`src/rtl/serial_latch_driver.sv`:
```
module serial_latch_driver #(
  parameter int N = 32
) (
  input  logic         clk,
  input  logic         rst,
  input  logic         shift_clk,
  input  logic         sdi,
  input  logic         le,
  input  logic         oe,
  input  logic         rev,
  output logic [N-1:0] chan_out,
  output logic         sdo
);

  logic [N-1:0] sr_q;
  logic [N-1:0] lat_q;
  logic         sclk_q;
  logic         rise;

  assign rise = shift_clk & ~sclk_q;

  always_ff @(posedge clk) begin
    if (rst) begin
      sr_q   <= '0;
      lat_q  <= '0;
      sclk_q <= 1'b1;
    end else begin
      sclk_q <= shift_clk;
      if (le) lat_q <= sr_q;
      if (rise) sr_q <= rev ? {sdi, sr_q[N-1:1]} : {sr_q[N-2:0], sdi};
    end
  end

  assign chan_out = oe ? lat_q : '0;
  assign sdo      = rev ? sr_q[0] : sr_q[N-1];

endmodule

```
`config.mk`:
```
export PLATFORM = sky130hd
export DESIGN_NAME = serial_latch_driver
export DESIGN_NICKNAME = d
export VERILOG_FILES = /design/src/rtl/serial_latch_driver.sv
export SDC_FILE = /design/constraint.sdc
export NUM_CORES = 1
export LEC_CHECK = 0
export ABC_CLOCK_PERIOD_IN_PS = 1400
export BUFFER_PORTS_ARGS = -buffer_cell sky130_fd_sc_hd__buf_2
export CAP_MARGIN = 20
export CORE_UTILIZATION = 30
export CTS_CLUSTER_SIZE = 12
export DETAILED_ROUTE_END_ITERATION = 16
export PLACE_DENSITY = 0.48
export RECOVER_POWER = 100
export SYNTH_ARGS = -nofsm -noshare
export SYNTH_HDL_FRONTEND = slang
export SYNTH_SLANG_ARGS = --single-unit
```
`constraint.sdc`:
```
create_clock -name clk -period 1.4 [get_ports clk]
set_input_delay 0.42 -clock clk [delete_from_list [all_inputs] [get_ports clk]]
set_output_delay 0.42 -clock clk [all_outputs]
set_load 0.05 [all_outputs]
```
=== Yosys cells after proc, flatten, opt, wreduce, memory -nomap -nowiden ===
Cells that the tools add are included.

* Output and inout port bits: 33
* Memories kept: 0
* Register bits after elaboration: 65
* Bits in latches: 0
* Bits in writable memories: 0
* Word-level logic and storage cells: 8
* ROM bits: 0

* Bitwise operators: 2
* Div/mod/pow operators: 0
* Mux-type cells: 3
* Eq/ne operators: 0
* $mul: 0
* Reductions and logical operators: 0
* Shift-type cells: 0
* Order comparisons: 0
* Add/sub/neg operators: 0

{| class="wikitable"
|+ Operators with widths
! cell !! count
|-
| 32-bit 2-to-1 mux || 2
|-
| 1-bit AND || 1
|-
| 1-bit 2-to-1 mux || 1
|-
| 1-bit NOT || 1
|}

=== Logic depth before layout (Yosys ltp) ===
* Word-level depth: 2
* Mapped depth: 5
* Depth with buffers taken out: 3

=== Least setup slack after synthesis ===
OpenSTA, ideal clock, no wires.

* Path type: input to output
* From: input rev
* To: output sdo
* Required time: 0.980 ns
* Stages: 3
* Arrival: 1.204 ns
* Path slack: -0.224 ns
* Path buffers: 2
* Path through: buf_6 > buf_12 > mux2_1

* Word-level cells in the longest chain between the ends: 1

{| class="wikitable"
|+ RTL lines
! what !! line !! source
|-
| start, declared || 10 || <nowiki>input logic rev,</nowiki>
|-
| 1-bit 2-to-1 mux || 35 || <nowiki>assign sdo = rev ? sr_q[0] : sr_q[N-1];</nowiki>
|-
| end, declared || 12 || <nowiki>output logic sdo</nowiki>
|}

Every way passes these cells.

=== Worst setup path after layout ===
* From: register sr_q[31]
* To: output sdo

* Word-level cells in the longest chain between the ends: 1

{| class="wikitable"
|+ RTL lines
! what !! line !! source
|-
| start, declared || 15 || <nowiki>logic [N-1:0] sr_q;</nowiki>
|-
| start signal, assigned || 30 || <nowiki>if (rise) sr_q <= rev ? {sdi, sr_q[N-1:1]} : {sr_q[N-2:0], sdi};</nowiki>
|-
| 1-bit 2-to-1 mux || 35 ||
|}

Every way passes these cells.

==> impl_summary.log <==
[metrics] number of cells in the finished layout apart from fillers: 464
[metrics] Antenna Cells: 0
[metrics] reg-to-reg critical path startpoint: sclk_q
[metrics] post-synthesis async set-or-reset flop share: 0%
[metrics] Worst R2R End: sr_q[9]
[metrics] P_leak: 1.67 nW
[metrics] failing checks: setup timing
[metrics] Total Nets Final: 333
[metrics] number of instances in the synthesized netlist: 285
[metrics] setup violators final: 5
[metrics] per-instance average area after synthesis: 10.6 sq um
[metrics] final-report hold violation count: 0
[metrics] Detail Route Antenna Nets: 0
[metrics] initial cell density of the core: a little over 30%
[metrics] sequential power share: 43.7%
[metrics] Synth Warn #: 0
[metrics] chip height: 102 microns
[metrics] gate family responsible for the most delay along the worst path: flip-flops
[metrics] horizontal die dimension: 102 microns
[metrics] count of unresolved DRC violations after routing: 0
[metrics] Met3 Wirelength: 213 microns
[metrics] netlist area before placement: 3010 sq um
[metrics] critical path launch point type: register
[metrics] internal power: 3.49 mW
[metrics] dominant cell by count in the synthesized netlist: sky130_fd_sc_hd__dfxtp_1
[metrics] mean routed wirelength per cell: around 14 microns
[metrics] kind of capture point of the worst setup path: primary output
[metrics] count of unique library cells instantiated by Yosys: 14
[metrics] dominant cells by area after synthesis: sky130_fd_sc_hd__dfxtp_1, sky130_fd_sc_hd__mux2i_1, sky130_fd_sc_hd__a211oi_2, sky130_fd_sc_hd__nor2_1, sky130_fd_sc_hd__and2_1
[metrics] htree depth: 3
[metrics] standard-cell rows: 36
[metrics] Hold Crit Class: in2reg
[metrics] Most used DFF post-synth: sky130_fd_sc_hd__dfxtp_1
[metrics] number of max-capacitance violations reported: 0
[metrics] critical path's slowest cell: sky130_fd_sc_hd__dfxtp_2
[metrics] total cell area at the placement stage: 3370 sq um
[metrics] Arr. time, crit path: around 1100 ps
[metrics] maximum number of pins on one net before global-route repair: 37
[metrics] CTS tree: yes
[metrics] clk sinks: 65
[metrics] Cell Pwr Density: 1130 nW/um^2
[metrics] total number of vias: between 2,000 and 2,500
[metrics] Comb pwr share: 11.1%
[metrics] Final min period: approximately 1500 ps
[metrics] Total Power: between 4 and 5 mW
[metrics] relative slew slack: approximately three fifths
[metrics] largest voltage drop on the vdd net: 406 uV
[metrics] largest fanout on the critical path: 2
[metrics] synthesis-stage register bit count: 65
[metrics] gr usage total: a little over an eighth
[metrics] top cells by count, synth: sky130_fd_sc_hd__dfxtp_1, sky130_fd_sc_hd__mux2i_1, sky130_fd_sc_hd__nor2_1
[metrics] Inserted Clock Buffers: 9
[metrics] total I/O pin count: 40
[metrics] Fillers: 959
[metrics] routed via count divided by cell count: approximately 4.5
[metrics] count of routing violations after the opening detailed-route iteration: 44
[metrics] share of the yosys chip area belonging to registers: 43.3%
[metrics] category of the critical setup timing path: reg2out
[metrics] max-slew violation count: 0
[metrics] outcome: finished, violations left
[metrics] Data required, critical path: 980 ps
[metrics] wire length of the first global-routing pass: 10,200 microns
[metrics] total negative slack: -117 ps
[metrics] final weighted congestion in routability-driven placement: 0.639
[metrics] first-pass iteration count of the detailed router: 3
[metrics] routed wl met2: about 2900 microns
[metrics] initial antenna violation count: 0
[metrics] Synth-to-Final Area Change: 33.7%
[metrics] net switching power: between 1 and 1.5 mW
[metrics] maximum cell stage delay along the critical path: 320 ps
[metrics] number of synthesized flops with an enable pin: 0
[metrics] floorplan die area: 10,400 sq um
[metrics] area fraction of the dominant cell type after synthesis: 43.3%
[metrics] Worst Hold Depth: 2
[metrics] final instance area: 4020 sq um
[metrics] cell type with the highest aggregate area in the netlist: sky130_fd_sc_hd__dfxtp_1
[metrics] number of placed cells counting well taps: around 440
[metrics] Buf+Inv Stages, Crit Path: 1
[metrics] hold path startpoint: shift_clk
[metrics] Max Clock Freq: between 0.6 and 0.7 GHz
[metrics] clock-pin slew reported for the worst setup and hold paths after clock tree synthesis: 70 ps
[metrics] unrepaired setup endpoints after global routing: yes
[metrics] CTS Root Buffer Type: sky130_fd_sc_hd__clkbuf_8
[metrics] residual overflow from global routing: 0
[metrics] routed length on met1: 3170 microns
[metrics] number of global-route vias before repair: about 1,900
[metrics] reg-to-reg setup timing slack: 120 ps
[metrics] source-to-sink clock delay at the later pin of the worst-skew pair: ~340 ps
[metrics] maximum buffer depth of the clock tree: 2
[metrics] hold endpoint: sclk_q
[metrics] share of post-route cells with drive strength above 1: 45.0%
[metrics] Routed Wire Length: around 6400 microns
[metrics] worst hold margin: 274 ps
[metrics] quantity of I/O buffers inserted on ports: 39
[metrics] Core Region: 9730 sq um
[metrics] top metal layer carrying routed signals: met4
[metrics] period utilisation layout: 108%
[metrics] net count after synthesis: between 200 and 300
[metrics] Clock Skew: approximately 5.4 ps
[metrics] relative contribution of the clock network to total power: 45.2%
[metrics] final setup slack of the worst path: -108 ps
[metrics] Cell Chain, Critical Path: mux2_4 > buf_8
[metrics] HPWL after DPL: between 3000 and 4000 microns
[metrics] transition time at the pin with the least slew margin: 627 ps
[metrics] switching power as a share of total power: 23.3%
[metrics] worst r2r path cells: 4
==> layout make-up <==
| class | count | area (sq um) | area share [%] |
|---|---|---|---|
| tap | 133 | 166 | 4.14 |
| sequential | 65 | 1340 | 33.3 |
| clock inverter | 4 | 97.6 | 2.43 |
| timing repair buffer | 55 | 751 | 18.7 |
| clock buffer | 12 | 165 | 4.11 |
| multi-input combinational | 195 | 1500 | 37.3 |
==> stage by stage <==
step | utilization, % | setup slack, ps
final | 41.3 | -108
after floorplan | - | -74.8
after detailed placement | 34.6 | -131
after global routing | 41.3 | -147
after global placement | 34.6 | -119
after CTS | 42.5 | -130
==> layer usage <==
metal  vias to the layer above  global-route usage (%)
li1                       1063                       -
met1                       982                    17.8
met2                        31                    19.8
met3                         9                    3.83
met4                         0                    5.60
met5                         -                       0
==> cells by family (layout without fill, tap and decap cells) <==
kind of cell	Yosys count	in the layout	synth area share [%]
buffers and inverters	25	71	6.95
muxes	65	65	21.7
AOI/OAI and AO/OA	32	32	13.0
and+or+nand+nor	98	98	15.1
DFF	65	65	43.3
==> worst register-to-register path: stages, from the launching register on <==
cell	delay (ps)
sky130_fd_sc_hd__dfxtp_1	310
sky130_fd_sc_hd__nor2b_2	250
sky130_fd_sc_hd__buf_6	330
sky130_fd_sc_hd__nor2_1	80
sky130_fd_sc_hd__a211oi_1	220
==> what timing repair did <==
item / 4_1_cts / 5_1_grt
resized for setup: 155 / 15
cloned: 3 / 0
pin swaps: 32 / 0
endpoints found under the setup margin: 33 / 33
hold buffers: 0 / 0
buffers inserted: 2 / 1
==> sequential cells by signal, indices dropped and copies added, names as in the netlist <==
name    count
lat_q      32
sr_q       32
sclk_q      1
==> how the worst max path moves through the flow <==
stage	depth (start not counted)	start	end
3_5_place_dp	4	oe	chan_out[15]
4_1_cts	2	sr_q[31]	sdo
6_report	2	sr_q[31]	sdo
2_1_floorplan	3	rev	sdo
5_1_grt	2	sr_q[31]	sdo
3_3_place_gp	4	oe	chan_out[30]
==> power by group through the flow <==
| stage | sequential, mW | clock (mW) | combinational [mW] |
|---|---|---|---|
| after floorplan | 2.00 | 0 | 0.393 |
| after global placement | 2.03 | 0 | 0.455 |
| after detailed placement | 2.03 | 0 | 0.461 |
| after CTS | 1.99 | 2.12 | 0.559 |
| after global routing | 2.00 | 2.19 | 0.552 |
| final | 1.99 | 2.06 | 0.506 |
==> cell usage in the layout, fill, tap and decap left out, types with 3 or more instances in the layout <==
| cell type | n |
|---|---|
| sky130_fd_sc_hd__mux2i_1 | 64 |
| sky130_fd_sc_hd__nor2_1 | 64 |
| sky130_fd_sc_hd__dfxtp_1 | 33 |
| sky130_fd_sc_hd__buf_8 | 33 |
| sky130_fd_sc_hd__and2_4 | 32 |
| sky130_fd_sc_hd__dfxtp_2 | 32 |
| sky130_fd_sc_hd__a211oi_1 | 18 |
| sky130_fd_sc_hd__a211oi_2 | 14 |
| sky130_fd_sc_hd__clkbuf_8 | 12 |
| sky130_fd_sc_hd__buf_2 | 4 |
| sky130_fd_sc_hd__buf_12 | 4 |
| sky130_fd_sc_hd__buf_4 | 4 |
| sky130_fd_sc_hd__bufinv_16 | 3 |
| sky130_fd_sc_hd__buf_16 | 3 |
| sky130_fd_sc_hd__clkbuf_1 | 3 |
No activity file was read; power rests on OpenSTA's default activity.
